## src/rtl/aes_cfg_frontend.sv

```systemverilog
module aes_cfg_frontend #(
  parameter int WORDS   = 27,
  parameter int KEY_OFF = 8,
  parameter int LAT128  = 4,
  parameter int LAT192  = 6,
  parameter int LAT256  = 8
) (
  input  logic         clk,
  input  logic         rst_n,
  input  logic         hard_stop,
  input  logic         wr_valid,
  input  logic         wr_cfg,
  input  logic [6:0]   wr_off,
  input  logic [5:0]   wr_len,
  input  logic [255:0] wr_data,
  input  logic         wr_hdr,
  input  logic [3:0]   wr_inval,
  output logic         core_start,
  output logic [127:0] core_block,
  output logic [255:0] core_key,
  output logic [1:0]   core_key_size,
  output logic         core_decrypt,
  input  logic [127:0] core_result,
  output logic         out_valid,
  output logic [127:0] out_data,
  input  logic         out_ready,
  output logic         busy,
  output logic [5:0]   err_sts
);
  localparam int NB   = WORDS * 4;
  localparam int LMX  = (LAT256 > LAT192) ? ((LAT256 > LAT128) ? LAT256 : LAT128)
                                          : ((LAT192 > LAT128) ? LAT192 : LAT128);
  localparam int CW   = $clog2(LMX + 1);

  logic [7:0]    rf [NB];
  logic [CW-1:0] cnt;
  logic [1:0]    ksz;

  wire [31:0] ctl    = {rf[3], rf[2], rf[1], rf[0]};
  wire [7:0]  end_b  = {1'b0, wr_off} + {2'b0, wr_len};
  wire        cfg_go = wr_valid & wr_cfg & ~hard_stop;
  wire        dat_go = wr_valid & ~wr_cfg & ~hard_stop;
  wire        ovf    = end_b > 8'(NB);
  wire        key_at = cfg_go & ~ovf & (wr_off == 7'(KEY_OFF));
  wire        len_ok = (wr_len == 6'd16) | (wr_len == 6'd24) | (wr_len == 6'd32);
  wire        fmt_bd = wr_hdr | (wr_len != 6'd16) | (wr_inval != 4'd0);
  wire        mod_bd = ctl[16:8] != 9'd1;
  wire        ksl_bd = ({1'b0, ctl[7:6]} | ctl[28:26]) != 3'd0;
  wire        accept = dat_go & ~fmt_bd & ~mod_bd & ~ksl_bd & ~busy;

  wire [CW-1:0] lat = (ksz == 2'd0) ? CW'(LAT128) :
                      (ksz == 2'd1) ? CW'(LAT192) : CW'(LAT256);

  assign busy          = (cnt != '0) | out_valid;
  assign core_key_size = ksz;
  assign core_decrypt  = ctl[0];

  always_comb
    for (int i = 0; i < 32; i++) core_key[8*i +: 8] = rf[KEY_OFF + i];

  always_ff @(posedge clk or negedge rst_n)
    if (!rst_n)
      for (int b = 0; b < NB; b++) rf[b] <= '0;
    else if (hard_stop)
      for (int b = 0; b < NB; b++) rf[b] <= '0;
    else if (cfg_go && !ovf)
      for (int b = 0; b < NB; b++)
        if (int'(wr_off) <= b && b < int'(end_b))
          rf[b] <= wr_data[{5'(b - int'(wr_off)), 3'b000} +: 8];

  always_ff @(posedge clk or negedge rst_n)
    if (!rst_n) ksz <= '0;
    else if (hard_stop) ksz <= '0;
    else if (key_at && len_ok) ksz <= (wr_len == 6'd16) ? 2'd0 : (wr_len == 6'd24) ? 2'd1 : 2'd2;

  always_ff @(posedge clk or negedge rst_n)
    if (!rst_n) err_sts <= '0;
    else if (hard_stop) err_sts <= '0;
    else err_sts <= err_sts | {dat_go & busy, dat_go & fmt_bd, dat_go & ksl_bd,
                               dat_go & mod_bd, key_at & ~len_ok, cfg_go & ovf};

  always_ff @(posedge clk or negedge rst_n)
    if (!rst_n) begin
      cnt <= '0; core_start <= 1'b0; core_block <= '0; out_valid <= 1'b0; out_data <= '0;
    end else if (hard_stop) begin
      cnt <= '0; core_start <= 1'b0; core_block <= '0; out_valid <= 1'b0; out_data <= '0;
    end else begin
      core_start <= accept;
      if (accept) begin
        core_block <= wr_data[127:0];
        cnt        <= lat;
      end else if (cnt != '0) begin
        cnt <= cnt - 1'b1;
        if (cnt == CW'(1)) begin
          out_valid <= 1'b1;
          out_data  <= core_result;
        end
      end
      if (out_valid && out_ready) out_valid <= 1'b0;
    end


  hard_stop_clears_chk: assert property (@(posedge clk) disable iff (!rst_n)
    hard_stop |=> (!busy && !out_valid && err_sts == 6'd0 && core_key_size == 2'd0));


  sticky_err_chk: assert property (@(posedge clk) disable iff (!rst_n)
    !hard_stop |=> ((err_sts & $past(err_sts)) == $past(err_sts)));


  out_hold_chk: assert property (@(posedge clk) disable iff (!rst_n)
    (out_valid && !out_ready && !hard_stop) |=> (out_valid && $stable(out_data)));


  start_idle_chk: assert property (@(posedge clk) disable iff (!rst_n)
    core_start |-> (busy && $past(!busy)));


  rise_busy_chk: assert property (@(posedge clk) disable iff (!rst_n)
    $rose(out_valid) |-> $past(busy));
endmodule

```

## config.mk

```make
export PLATFORM = sky130hd
export DESIGN_NAME = aes_cfg_frontend
export DESIGN_NICKNAME = d
export VERILOG_FILES = /design/src/rtl/aes_cfg_frontend.sv
export SDC_FILE = /design/constraint.sdc
export NUM_CORES = 2
export LEC_CHECK = 0
export BUFFER_PORTS_ARGS = -buffer_cell sky130_fd_sc_hd__buf_2
export CORE_AREA = 10 10 358 360
export DETAILED_ROUTE_END_ITERATION = 8
export DIE_AREA = 0 0 368 370
export GPL_TIMING_DRIVEN = 0
export PLACE_DENSITY_LB_ADDON = 0.15
export RECOVER_POWER = 25
export SYNTH_ARGS = -nofsm -noshare
export SYNTH_HDL_FRONTEND = slang
export SYNTH_SLANG_ARGS = --single-unit
```

## constraint.sdc

```tcl
create_clock -name clk -period 6.44 [get_ports clk]
set_input_delay 0.644 -clock clk [delete_from_list [all_inputs] [get_ports clk]]
set_output_delay 0.644 -clock clk [all_outputs]
set_load 0.02 [all_outputs]
```

==> flow_summary.toml <==
[yosys]
synth-seq-area-share = 0.330
synth-simple-area-share = 0.130
synth-main-ff-cell = "dfrtp_1"
synth_top_family_by_area = "multiplexers"
synth_compound_area_frac = 0.194
synth-edff-count = 0
synth_area_mm2 = 0.0411
synth_nets = 4818
synth_cells = 4382
ys_seq_elements = 541
syn_area_per_cell_um2 = 9.38
synth-xor-area-share = 0.00637
ys_warn_count = 0
synthAdderAreaFrac = 0.00871
muxShareOfSynthArea = 0.288
netlist-cell-type-count = 83
synthArstFlopShare = 1.00

[critical_path]
worstPathMaxFanout = 13
crit_path_start = "wr_off[1]"
cpMostUsedCell = "buf_2"
crit_end = "core_key[84]$_DFFE_PN0P_"
worst-path-stages = 14
crit_type = "input pin to register"
crit_path_top_delay_cell = "clkbuf_1"
r2r_setup_slack_ps = 1720
endpoint_kind = "register"
critical-path-max-stage-delay_ps = 680
r2r_start = "cnt[1]$_DFFE_PN0P_"
r2r_cells = 13
path_cells = "buf_2 -> buf_2 -> inv_2 -> buf_2 -> buf_1 -> clkbuf_2 -> ha_1 -> clkbuf_1 -> clkbuf_1 -> clkdlybuf4s15_2 -> mux4_2 -> mux4_2 -> a211oi_1 -> nor3_1"
path_delay_family = "buffers and inverters"
reg2reg_to = "core_block[53]$_DFFE_PN0P_"
worstSetupStartpointType = "input pin"
crit_buf_inv = 9
crit_required_ps = 6970
arrival_ps = 6690

[floorplanning]
ios = 932
chipWidth_um = 368
die-area_mm2 = 0.136
die_h_um = 370
rows = 128
core-area_mm2 = 0.121
start_util = 0.339

[sta]
setup_tns_ps = 0
fmax_mhz = 162
final_hold_viol_count = 0
setup_violations = 0
rsz0062_at_grt = "false"
slew_viol_final = 86
period_minus_slack_ps = 6160
skew_ps = 33.8
worst_slew_pin_slew_ps = 4660
slew_headroom = -2.11
fin_crit_sh = 0.956

[layout]
seqCellArea_mm2 = 0.0135
fillers = 12509
multi_input_area_mm2 = 0.0258
nets = 5830
drive_gt1_frac = 0.265
syn2layout_area_growth_pct = 22.4
finalCoreUtilization = 0.415

[placed_design]
hpwl_mm = 256
gp_congestion = 1.12
io_buffers = 930

[detailed_routing]
drc = 0
drt-met1-wl_mm = 114
routed_wl_mm = 309
vias = 46909
highest_layer = "met5"
met2WireLength_mm = 133
detail_route.vias_per_cell = 6.56
first_pass_iters = 6
met3_length_mm = 39.4
avgRoutedWirePerCell_um = 43.3
antenna_left = 0
initialDrtViolationCount = 6576

[clocking]
clock_latency_ps = 700
cts_max_level = 3
clock_path_buffers = 3
cts_root_buffer = "clkbuf_16"
cts_sinks = 541
cts_buffers = 68
clkTransAtPathRegs_ps = 60
tritoncts = "done"

[pwr]
p_per_area_mw_per_mm2 = 252
finalPower_mw = 12.7
power.leakage_nw = 22.1
ir_drop_mv = 0.179

[global_routing]
antenna_found_initial = 122
grt_max_degree = 114
grt_pass1_wl_mm = 407
overflow = 0
track_usage = 0.433
grt_pass1_vias = 44064

[outcome]
status = "finished with violations"
violations = "max-capacitance violations, max-slew violations"

[min_path]
whs_path_depth = 3
hp-class = "input pin to register"

[job]
maxCapViolCount = 3
through the flow:
stage          instance area (um^2)  cells  hold slack [ps]  worst slack (ps)
6_report                      50300   7146              188               283
5_1_grt                       50200   7113              186               368
4_1_cts                       50300   7068              161              8.68
3_5_place_dp                  48000   6948              486              -990
3_3_place_gp                  47800   6937              478             -7380
2_1_floorplan                 41100   4382              348              1890
where the power goes:
part	internal, mW	switching, mW	leakage (nW)	total [mW]
clock network	2.16	1.78	1.08	3.94
registers	3.55	0.105	7.53	3.66
logic	1.49	3.57	13.5	5.06
placed cells by master (no fill, tap or decap), drive strengths merged, types with 143 or more instances in the layout:
| cell type | count |
|---|---|
| a21oi | 306 |
| a22oi | 143 |
| mux4 | 257 |
| dfrtp | 541 |
| o21ai | 245 |
| nand2 | 843 |
| buf | 894 |
| mux2 | 164 |
| clkbuf | 540 |
| nor2 | 224 |
| mux2i | 419 |
area by class of cell:
cell class | count | area share
multi-input cells | 3395 | 0.514
well taps | 1625 | 0.0404
clock buffers | 95 | 0.0380
repair buffers | 942 | 0.0926
flip-flops and latches | 541 | 0.269
diodes | 78 | 0.00388
plain buffers | 400 | 0.0327
clock inverters | 24 | 0.00605
inverters | 46 | 0.00343
layer usage:
layer | global-route usage | vias to the layer above
met3 | 0.174 | 873
met5 | 0.00594 | -
met4 | 0.256 | 36
met2 | 0.649 | 3546
met1 | 0.520 | 23832
li1 | - | 18622
worst min-delay path, cell delays in order:
cell,delay [ps]
buf_2,90
nand2_1,50
a21oi_1,50
worst min path at each step:
stage                               from                         to  slack, ps
finish                  core_result[113]  out_data[113]$_DFFE_PN0P_        190
global route             core_result[20]   out_data[20]$_DFFE_PN0P_        190
global placement    err_sts[5]$_DFF_PN0_       err_sts[5]$_DFF_PN0_        480
detailed placement  err_sts[3]$_DFF_PN0_       err_sts[3]$_DFF_PN0_        490
CTS                     core_result[124]  out_data[124]$_DFFE_PN0P_        160
floorplan                          rst_n         cnt[0]$_DFFE_PN0P_        350
registers in the layout, summed over array words and instances (netlist names):
register       cells
err_sts            6
out_valid          1
out_data         128
core_block       128
ctl               14
core_start         1
core_key_size      2
core_decrypt       1
core_key         256
cnt                4
timing repair:
item / in CTS / in global routing
endpoints found under the hold margin: 73 / 0
setup buffers: 0 / 0
hold buffers: 1 / 0
gates resized for setup: 6 / 8
setup endpoints to repair: 5 / 41
Yosys cell counts (all sizes together) (9+ instances only):
| cell | count | area, um^2 |
|---|---|---|
| and3 | 11 | 68.8 |
| dfrtp | 541 | 13500 |
| o31ai | 19 | 143 |
| ha | 27 | 338 |
| o22ai | 92 | 576 |
| a21oi | 306 | 1540 |
| a31oi | 23 | 144 |
| buf | 120 | 566 |
| nor2b | 46 | 288 |
| a221o | 22 | 220 |
| nand3 | 60 | 310 |
| mux2 | 164 | 1850 |
| a32oi | 14 | 123 |
| o211ai | 34 | 255 |
| a22oi | 143 | 1070 |
| nor2 | 224 | 841 |
| o221ai | 20 | 175 |
| o21ai | 245 | 1230 |
| nand2 | 843 | 3170 |
| and2 | 20 | 125 |
| mux4 | 257 | 5790 |
| inv | 44 | 165 |
| a311oi | 28 | 245 |
| a221oi | 57 | 552 |
| nor4 | 9 | 83.8 |
| nand2b | 16 | 100 |
| a211oi | 127 | 953 |
| clkbuf | 280 | 1050 |
| xnor2 | 24 | 218 |
| mux2i | 419 | 4190 |
| nor3 | 32 | 165 |
logic make-up after synthesis:
kind of cell,count (synthesis)
AND/OR/NAND/NOR,1287
AO/OA/AOI/OAI,1211
multiplexers,840
flip-flops,541
buffers and inverters,446
XOR/XNOR,29
adder cells (fa/ha/maj),28
Power figures use the tool's default switching activity.
